**config.mk**
```make
export PLATFORM = sky130hd
export DESIGN_NAME = serial_tx_core
export DESIGN_NICKNAME = d
export VERILOG_FILES = /design/src/rtl/serial_tx_pkg.sv /design/src/rtl/serial_tx_format.sv /design/src/rtl/serial_tx_shifter.sv /design/src/rtl/serial_tx_regs.sv /design/src/rtl/serial_tx_core.sv
export SDC_FILE = /design/constraint.sdc
export NUM_CORES = 1
export LEC_CHECK = 0
export BUFFER_PORTS_ARGS = -buffer_cell sky130_fd_sc_hd__buf_2
export CAP_MARGIN = 20
export CORE_MARGIN = 4
export CORE_UTILIZATION = 55
export DETAILED_ROUTE_END_ITERATION = 6
export PLACE_DENSITY = 0.82
export SETUP_SLACK_MARGIN = 0.2
export SLEW_MARGIN = 10
export SYNTH_ARGS = -nofsm -noshare
export SYNTH_HDL_FRONTEND = slang
export SYNTH_SLANG_ARGS = --single-unit
```
**constraint.sdc**
```tcl
create_clock -name clk -period 2.5 [get_ports clk]
set_input_delay 0.125 -clock clk [delete_from_list [all_inputs] [get_ports clk]]
set_output_delay 0.125 -clock clk [all_outputs]
set_load 0.03 [all_outputs]
```
**src/rtl/serial_tx_pkg.sv**
```systemverilog
package serial_tx_pkg;
    localparam int REG_W   = 8;
    localparam int ADDR_W  = 2;
    localparam int FRAME_W = 9;
    localparam int CNT_W   = $clog2(FRAME_W + 1);

    localparam logic [ADDR_W-1:0] ADDR_DATA   = 2'd0;
    localparam logic [ADDR_W-1:0] ADDR_STATUS = 2'd1;
    localparam logic [ADDR_W-1:0] ADDR_CTRL   = 2'd2;
    localparam logic [ADDR_W-1:0] ADDR_FMT    = 2'd3;

    // status bits
    localparam int ST_EMPTY = 5;
    localparam int ST_DONE  = 6;
    localparam int ST_RXOK  = 7;
    // control B bits
    localparam int CB_BIT8    = 0;
    localparam int CB_WIDE    = 2;
    localparam int CB_TXEN    = 3;
    localparam int CB_IE_EMPT = 5;
    localparam int CB_IE_DONE = 6;
    localparam int CB_IE_RX   = 7;
    // format bits
    localparam int FM_SIZE_LO = 1;
    localparam int FM_SIZE_HI = 2;
    localparam int FM_STOP2   = 3;
    localparam int FM_PAR_ODD = 4;
    localparam int FM_PAR_HI  = 5;

    typedef enum logic [2:0] {
        TX_IDLE, TX_START, TX_DATA, TX_PARITY, TX_STOP1, TX_STOP2
    } tx_state_e;

    typedef struct packed {
        tx_state_e          st;
        logic [FRAME_W-1:0] shreg;
        logic [CNT_W-1:0]   cnt;
        logic [CNT_W-1:0]   last;
        logic               par_bit;
        logic               par_en;
        logic               two_stop;
        logic               txd;
    } shift_s;

    typedef struct packed {
        logic [REG_W-1:0] buf_data;
        logic [REG_W-1:0] ctrl_b;
        logic [REG_W-1:0] fmt;
        logic             empty;
        logic             done;
    } regs_s;
endpackage

```
**src/rtl/serial_tx_format.sv**
```systemverilog
module serial_tx_format
    import serial_tx_pkg::*;
(
    input  logic [REG_W-1:0]   ctrl_b,
    input  logic [REG_W-1:0]   fmt,
    input  logic [REG_W-1:0]   buf_data,
    output logic [FRAME_W-1:0] frame,
    output logic [CNT_W-1:0]   last_idx,
    output logic               par_bit,
    output logic               par_en,
    output logic               two_stop
);
    logic [CNT_W-1:0]   nbits;
    logic [FRAME_W-1:0] masked;

    always_comb begin
        frame = {ctrl_b[CB_BIT8], buf_data};
        if (ctrl_b[CB_WIDE]) begin
            nbits = CNT_W'(FRAME_W);
        end else begin
            nbits = CNT_W'(fmt[FM_SIZE_HI:FM_SIZE_LO]) + CNT_W'(5);
        end
        last_idx = nbits - CNT_W'(1);
        for (int i = 0; i < FRAME_W; i++) begin
            masked[i] = frame[i] & (i < int'(nbits));
        end
        par_en   = fmt[FM_PAR_HI] | fmt[FM_PAR_ODD];
        par_bit  = (^masked) ^ fmt[FM_PAR_ODD];
        two_stop = fmt[FM_STOP2];
    end
endmodule

```
**src/rtl/serial_tx_shifter.sv**
```systemverilog
module serial_tx_shifter
    import serial_tx_pkg::*;
(
    input  logic               clk,
    input  logic               rst_n,
    input  logic               bit_tick,
    input  logic               buf_full,
    input  logic               tx_en,
    input  logic [FRAME_W-1:0] frame,
    input  logic [CNT_W-1:0]   last_idx,
    input  logic               par_bit,
    input  logic               par_en,
    input  logic               two_stop,
    output logic               load_pulse,
    output logic               done_pulse,
    output logic               txd
);
    shift_s q, d;
    logic   can_load;

    always_comb begin
        d          = q;
        load_pulse = 1'b0;
        done_pulse = 1'b0;
        can_load   = buf_full & tx_en;
        if (bit_tick) begin
            unique case (q.st)
                TX_IDLE:   if (can_load) load_pulse = 1'b1;
                TX_START:  begin d.st = TX_DATA; d.cnt = '0; end
                TX_DATA: begin
                    if (q.cnt == q.last) begin
                        d.st = q.par_en ? TX_PARITY : TX_STOP1;
                    end else begin
                        d.cnt   = q.cnt + CNT_W'(1);
                        d.shreg = q.shreg >> 1;
                    end
                end
                TX_PARITY: d.st = TX_STOP1;
                TX_STOP1: begin
                    if (q.two_stop)    d.st = TX_STOP2;
                    else if (can_load) load_pulse = 1'b1;
                    else begin d.st = TX_IDLE; done_pulse = 1'b1; end
                end
                TX_STOP2: begin
                    if (can_load) load_pulse = 1'b1;
                    else begin d.st = TX_IDLE; done_pulse = 1'b1; end
                end
                default:   d.st = TX_IDLE;
            endcase
        end
        if (load_pulse) begin
            d.st       = TX_START;
            d.shreg    = frame;
            d.last     = last_idx;
            d.par_bit  = par_bit;
            d.par_en   = par_en;
            d.two_stop = two_stop;
        end
        unique case (d.st)
            TX_START:  d.txd = 1'b0;
            TX_DATA:   d.txd = d.shreg[0];
            TX_PARITY: d.txd = d.par_bit;
            default:   d.txd = 1'b1;
        endcase
    end

    always_ff @(posedge clk) begin
        if (!rst_n) begin
            q     <= '0;
            q.st  <= TX_IDLE;
            q.txd <= 1'b1;
        end else begin
            q <= d;
        end
    end

    assign txd = q.txd;

    p_idle_high_r2: assert property (@(posedge clk) disable iff (!rst_n)
        (q.st == TX_IDLE) |-> txd);
    p_hold_between_ticks_r2: assert property (@(posedge clk) disable iff (!rst_n)
        !bit_tick |=> $stable(txd));
    p_start_low_r2: assert property (@(posedge clk) disable iff (!rst_n)
        load_pulse |=> !txd);
    p_no_load_disabled_r10: assert property (@(posedge clk) disable iff (!rst_n)
        (q.st == TX_IDLE && !tx_en) |=> (q.st == TX_IDLE) || $past(load_pulse));
endmodule

```
**src/rtl/serial_tx_regs.sv**
```systemverilog
module serial_tx_regs
    import serial_tx_pkg::*;
(
    input  logic              clk,
    input  logic              rst_n,
    input  logic              reg_wr,
    input  logic [ADDR_W-1:0] reg_addr,
    input  logic [REG_W-1:0]  reg_wdata,
    input  logic              tx_ack,
    input  logic              load_pulse,
    input  logic              done_pulse,
    output logic [REG_W-1:0]  reg_rdata,
    output logic [REG_W-1:0]  ctrl_b,
    output logic [REG_W-1:0]  fmt,
    output logic [REG_W-1:0]  buf_data,
    output logic              buf_full,
    output logic              irq_empty,
    output logic              irq_rx_done,
    output logic              irq_tx_done
);
    regs_s q, d;
    logic  wr_data, wr_stat, wr_ctrl, wr_fmt;
    logic  rx_flag;

    always_comb begin
        wr_data = reg_wr && (reg_addr == ADDR_DATA);
        wr_stat = reg_wr && (reg_addr == ADDR_STATUS);
        wr_ctrl = reg_wr && (reg_addr == ADDR_CTRL);
        wr_fmt  = reg_wr && (reg_addr == ADDR_FMT);
        d = q;
        if (load_pulse) d.empty = 1'b1;
        if (wr_data) begin
            d.buf_data = reg_wdata;
            d.empty    = 1'b0;
        end
        if (wr_stat && reg_wdata[ST_DONE]) d.done = 1'b0;
        if (tx_ack)                         d.done = 1'b0;
        if (load_pulse)                     d.done = 1'b0;
        if (done_pulse)                     d.done = 1'b1;
        if (wr_ctrl) d.ctrl_b = reg_wdata;
        if (wr_fmt)  d.fmt    = reg_wdata;
    end

    always_ff @(posedge clk) begin
        if (!rst_n) begin
            q       <= '0;
            q.empty <= 1'b1;
        end else begin
            q <= d;
        end
    end

    assign rx_flag = 1'b0;

    always_comb begin
        unique case (reg_addr)
            ADDR_STATUS: begin
                reg_rdata           = '0;
                reg_rdata[ST_EMPTY] = q.empty;
                reg_rdata[ST_DONE]  = q.done;
                reg_rdata[ST_RXOK]  = rx_flag;
            end
            ADDR_CTRL: reg_rdata = q.ctrl_b;
            ADDR_FMT:  reg_rdata = q.fmt;
            default:   reg_rdata = '0;
        endcase
    end

    assign ctrl_b      = q.ctrl_b;
    assign fmt         = q.fmt;
    assign buf_data    = q.buf_data;
    assign buf_full    = ~q.empty;
    assign irq_empty   = q.empty & q.ctrl_b[CB_IE_EMPT];
    assign irq_tx_done = q.done  & q.ctrl_b[CB_IE_DONE];
    assign irq_rx_done = rx_flag & q.ctrl_b[CB_IE_RX];

    p_write_clears_empty_r6: assert property (@(posedge clk) disable iff (!rst_n)
        wr_data |=> !buf_full == 1'b0);
    p_load_sets_empty_r6: assert property (@(posedge clk) disable iff (!rst_n)
        (load_pulse && !wr_data) |=> !buf_full);
    p_done_sets_flag_r8: assert property (@(posedge clk) disable iff (!rst_n)
        done_pulse |=> reg_wdata == reg_wdata && q.done);
    p_ack_clears_done_r8: assert property (@(posedge clk) disable iff (!rst_n)
        (tx_ack && !done_pulse) |=> !irq_tx_done);
endmodule

```
**src/rtl/serial_tx_core.sv**
```systemverilog
module serial_tx_core
    import serial_tx_pkg::*;
(
    input  logic              clk,
    input  logic              rst_n,
    input  logic              reg_wr,
    input  logic [ADDR_W-1:0] reg_addr,
    input  logic [REG_W-1:0]  reg_wdata,
    output logic [REG_W-1:0]  reg_rdata,
    input  logic              bit_tick,
    input  logic              tx_ack,
    output logic              txd,
    output logic              irq_empty,
    output logic              irq_rx_done,
    output logic              irq_tx_done
);
    logic [REG_W-1:0]   ctrl_b, fmt, buf_data;
    logic               buf_full, load_pulse, done_pulse;
    logic [FRAME_W-1:0] frame;
    logic [CNT_W-1:0]   last_idx;
    logic               par_bit, par_en, two_stop;

    serial_tx_regs i_regs (
        .clk(clk), .rst_n(rst_n), .reg_wr(reg_wr), .reg_addr(reg_addr),
        .reg_wdata(reg_wdata), .tx_ack(tx_ack), .load_pulse(load_pulse),
        .done_pulse(done_pulse), .reg_rdata(reg_rdata), .ctrl_b(ctrl_b),
        .fmt(fmt), .buf_data(buf_data), .buf_full(buf_full),
        .irq_empty(irq_empty), .irq_rx_done(irq_rx_done), .irq_tx_done(irq_tx_done)
    );

    serial_tx_format i_format (
        .ctrl_b(ctrl_b), .fmt(fmt), .buf_data(buf_data), .frame(frame),
        .last_idx(last_idx), .par_bit(par_bit), .par_en(par_en), .two_stop(two_stop)
    );

    serial_tx_shifter i_shifter (
        .clk(clk), .rst_n(rst_n), .bit_tick(bit_tick), .buf_full(buf_full),
        .tx_en(ctrl_b[CB_TXEN]), .frame(frame), .last_idx(last_idx),
        .par_bit(par_bit), .par_en(par_en), .two_stop(two_stop),
        .load_pulse(load_pulse), .done_pulse(done_pulse), .txd(txd)
    );

    p_tx_idle_when_reset_r1: assert property (@(posedge clk)
        !rst_n |=> txd && !irq_rx_done);
    p_rx_irq_quiet_r9: assert property (@(posedge clk) disable iff (!rst_n)
        !irq_rx_done);
endmodule

```
==> metrics.yaml <==
io_buffers: 25
grt_max_degree: 42
synth_xor_area_frac: 0.0532
clk_path_buf_depth: 2
synthSimpleGateAreaFrac: 0.189
core_area_um2: 4350
rsz0062_at_grt: "no"
nets: 313
synth_mux_area_frac: 0.151
fin_ws_ns: 0.364
post_cts_resized: 0
die_w_um: 75.0
clock-sinks: 50
vdd_drop_max_uv: 256
max_stage_delay_ns: 0.38
drc_errors: 0
cts_tree: "done"
path_depth: 11
cts_root_buffer: "clkbuf_8"
start_util: 0.567
ys_types: 42
hold_buffers: 0
crit_buf_inv: 1
ys_warn_count: 0
required_ns: 2.71
crit_family: "adder cells"
crit_chain: "ha_4 > nand2b_1 > ha_1 > inv_1 > ha_1 > nand2_1 > xnor2_2 > xnor2_1 > xnor2_1 > xnor2_1 > a211oi_1"
wirelength_mm: 5.09
design_area_um2: 2750
grt_overflow: 0
max_cap_violations: 0
cp_max_fo: 5
num_rows: 24
synth_compound_area_frac: 0.135
ctsHtreeMaxLevel: 2
status: "finished clean"
dp_hpwl_mm: 3.75
slowest_stage: "dfxtp_1"
synth_cells: 273
tightestPinTransition_ns: 0.601
area_growth_pct: 11.3
syn_nets: 292
fin_skew_ns: 0.00788
placedCellCount: 339
setup.worst_path.start: "i_regs.fmt[1]"
die_h_um: 75.0
max_slew_margin: 0.598
fmax_mhz: 468
track_usage: 0.198
cts.clk_slew.worst_paths_ns: 0.08
num_vias: 1938
hold_viol: 0
fin_cells: 347
first_global_vias: 1862
pre_cts_slack_ns: 0.371
setup_viol: 0
cp_data_arrival_time_ns: 2.35
syn_avg_cell_area_um2: 9.04
hp-class: "in2reg"
ant_nets: 0
period_needed_ns: 2.14
critPathCapture: "i_shifter.q[3]"
gp_congestion: 0.888
ys_seq_area_frac: 0.405
cts_setup_buffers: 0
antenna_cells: 0
slew_violations: 0
viasPerCell: 5.59
io-pin-count: 27
drt_iter0_markers: 98
antenna_found_initial: 0
numCtsBuffers: 5
synthAdderAreaFrac: 0.0203
criticalPathCategory: "reg2reg"
final_layout_size_suffix_gt1_frac: 0.149
regToRegSetupSlack_ns: 0.36
fin_tns_setup_ns: 0
leakagePower_nw: 1.17
r2r-start: "i_regs.fmt[1]"
power_density_nw_per_um2: 548
critPathCaptureType: "flip-flop"
r2r-end: "i_shifter.q[3]"
worst_setup_path_start_kind: "flip-flop"
place_area_um2: 2620
syn_area_um2: 2470
synth_top_family_by_area: "simple AND/OR/NAND/NOR gates"
wl_per_cell_um: 14.7
fin_crit_sh: 0.854
grt_pass1_wl_mm: 8.51
clock_latency_ns: 0.30
reg2reg_depth: 11
synth_seq_cells: 50
die-area_um2: 5620
crit_top_cell: "xnor2_1"
dr.pass1.iters: 4
-- layer usage --
metal | vias to the layer above | share of wire | global-route usage
met3 | 5 | 0.037 | 0.0494
met2 | 26 | 0.50 | 0.338
met1 | 931 | 0.45 | 0.248
li1 | 976 | - | -
met5 | - | 0 | 0
met4 | 0 | 0.011 | 0.0573
-- synth_stat cells, drive strengths merged --
library cell | instances | area (µm²)
dfxtp | 50 | 1000
and4 | 1 | 8.76
a21oi | 15 | 75.1
xnor2 | 9 | 78.8
o21ai | 8 | 40.0
nor3 | 3 | 15.0
mux2i | 35 | 350
nand3b | 4 | 30.0
a311oi | 1 | 8.76
nand3 | 2 | 10.0
a221oi | 1 | 15.0
ha | 4 | 50.1
o211ai | 1 | 7.51
a2111oi | 1 | 27.5
nand2 | 10 | 37.5
buf | 10 | 53.8
o21a | 1 | 7.51
nand2b | 6 | 37.5
xor2 | 6 | 52.6
a22o | 2 | 17.5
nor2b | 15 | 93.8
o31ai | 1 | 7.51
nor3b | 2 | 15.0
conb | 1 | 3.75
o221ai | 1 | 15.0
o41ai | 1 | 8.76
o41a | 1 | 11.3
a22oi | 7 | 52.6
a211oi | 3 | 22.5
mux2 | 2 | 22.5
o32ai | 1 | 8.76
clkbuf | 6 | 22.5
inv | 9 | 33.8
nor4 | 1 | 6.26
a21boi | 1 | 7.51
and2 | 4 | 25.0
and4bb | 1 | 12.5
nor2 | 46 | 175
-- registers in the layout (all words and copies together), names as in the netlist --
register,cells
i_regs.buf_data,8
i_regs.ctrl_b,8
i_regs.fmt,8
i_regs.q,2
i_shifter.q,23
i_shifter.txd,1
-- how the worst min path moves through the flow --
stage	startpoint	to	slack (ns)	cells after the start
detailed placement	rst_n	i_shifter.txd	0.37	2
floorplan	rst_n	i_shifter.txd	0.19	1
finish	rst_n	i_shifter.txd	0.07	2
global placement	rst_n	i_shifter.txd	0.38	2
CTS	rst_n	i_shifter.txd	0.06	2
global route	rst_n	i_shifter.txd	0.07	2
-- power breakdown --
group	internal [W]	switching, W
clock	0.000299	0.000247
combinational	0.0000554	0.0000782
sequential	0.000810	0.0000141
total	0.00117	0.000340
-- kinds of logic after synthesis --
kind of cell | after synthesis
other | 1
DFF | 50
adders and majority gates | 4
xor gates and xnor gates | 15
muxes | 37
buffers and inverters | 25
AOI/OAI and AO/OA | 46
and+or+nand+nor | 95
-- per-stage QoR --
stage	util	total power [W]	hold slack, ns
after floorplan	-	0.000933	0.191
after detailed placement	0.602	0.000974	0.371
after CTS	0.626	0.00152	0.0605
final	0.631	0.00150	0.0723
after global placement	0.602	0.000969	0.377
after global routing	0.631	0.00157	0.0710
-- area by class of cell --
type	instances	area [µm²]
Clock buffer	7	76.3
Fill cell	366	1610
Tap cell	52	65.1
Sequential cell	50	1000
Clock inverter	1	30.0
Inverter	9	33.8
Timing Repair Buffer	30	163
Multi-Input combinational cell	198	1380
-- layout by cell type, fill, tap and decap left out, types with 2 or more instances in the layout --
master	instances
nand3_1	2
clkbuf_1	2
mux2i_1	35
a211oi_1	3
a21oi_1	15
xnor2_1	8
a22o_1	2
nor2_1	45
and2_1	4
nor2b_1	15
nor3b_1	2
dfxtp_1	50
buf_2	25
a22oi_1	7
mux2_2	2
ha_1	3
nand2b_1	6
inv_1	9
o21ai_0	7
nand3b_1	4
clkbuf_8	5
xor2_1	6
nor3_1	3
nand2_1	10
buf_4	5
Note: power is estimated with default switching activity, not from simulation.
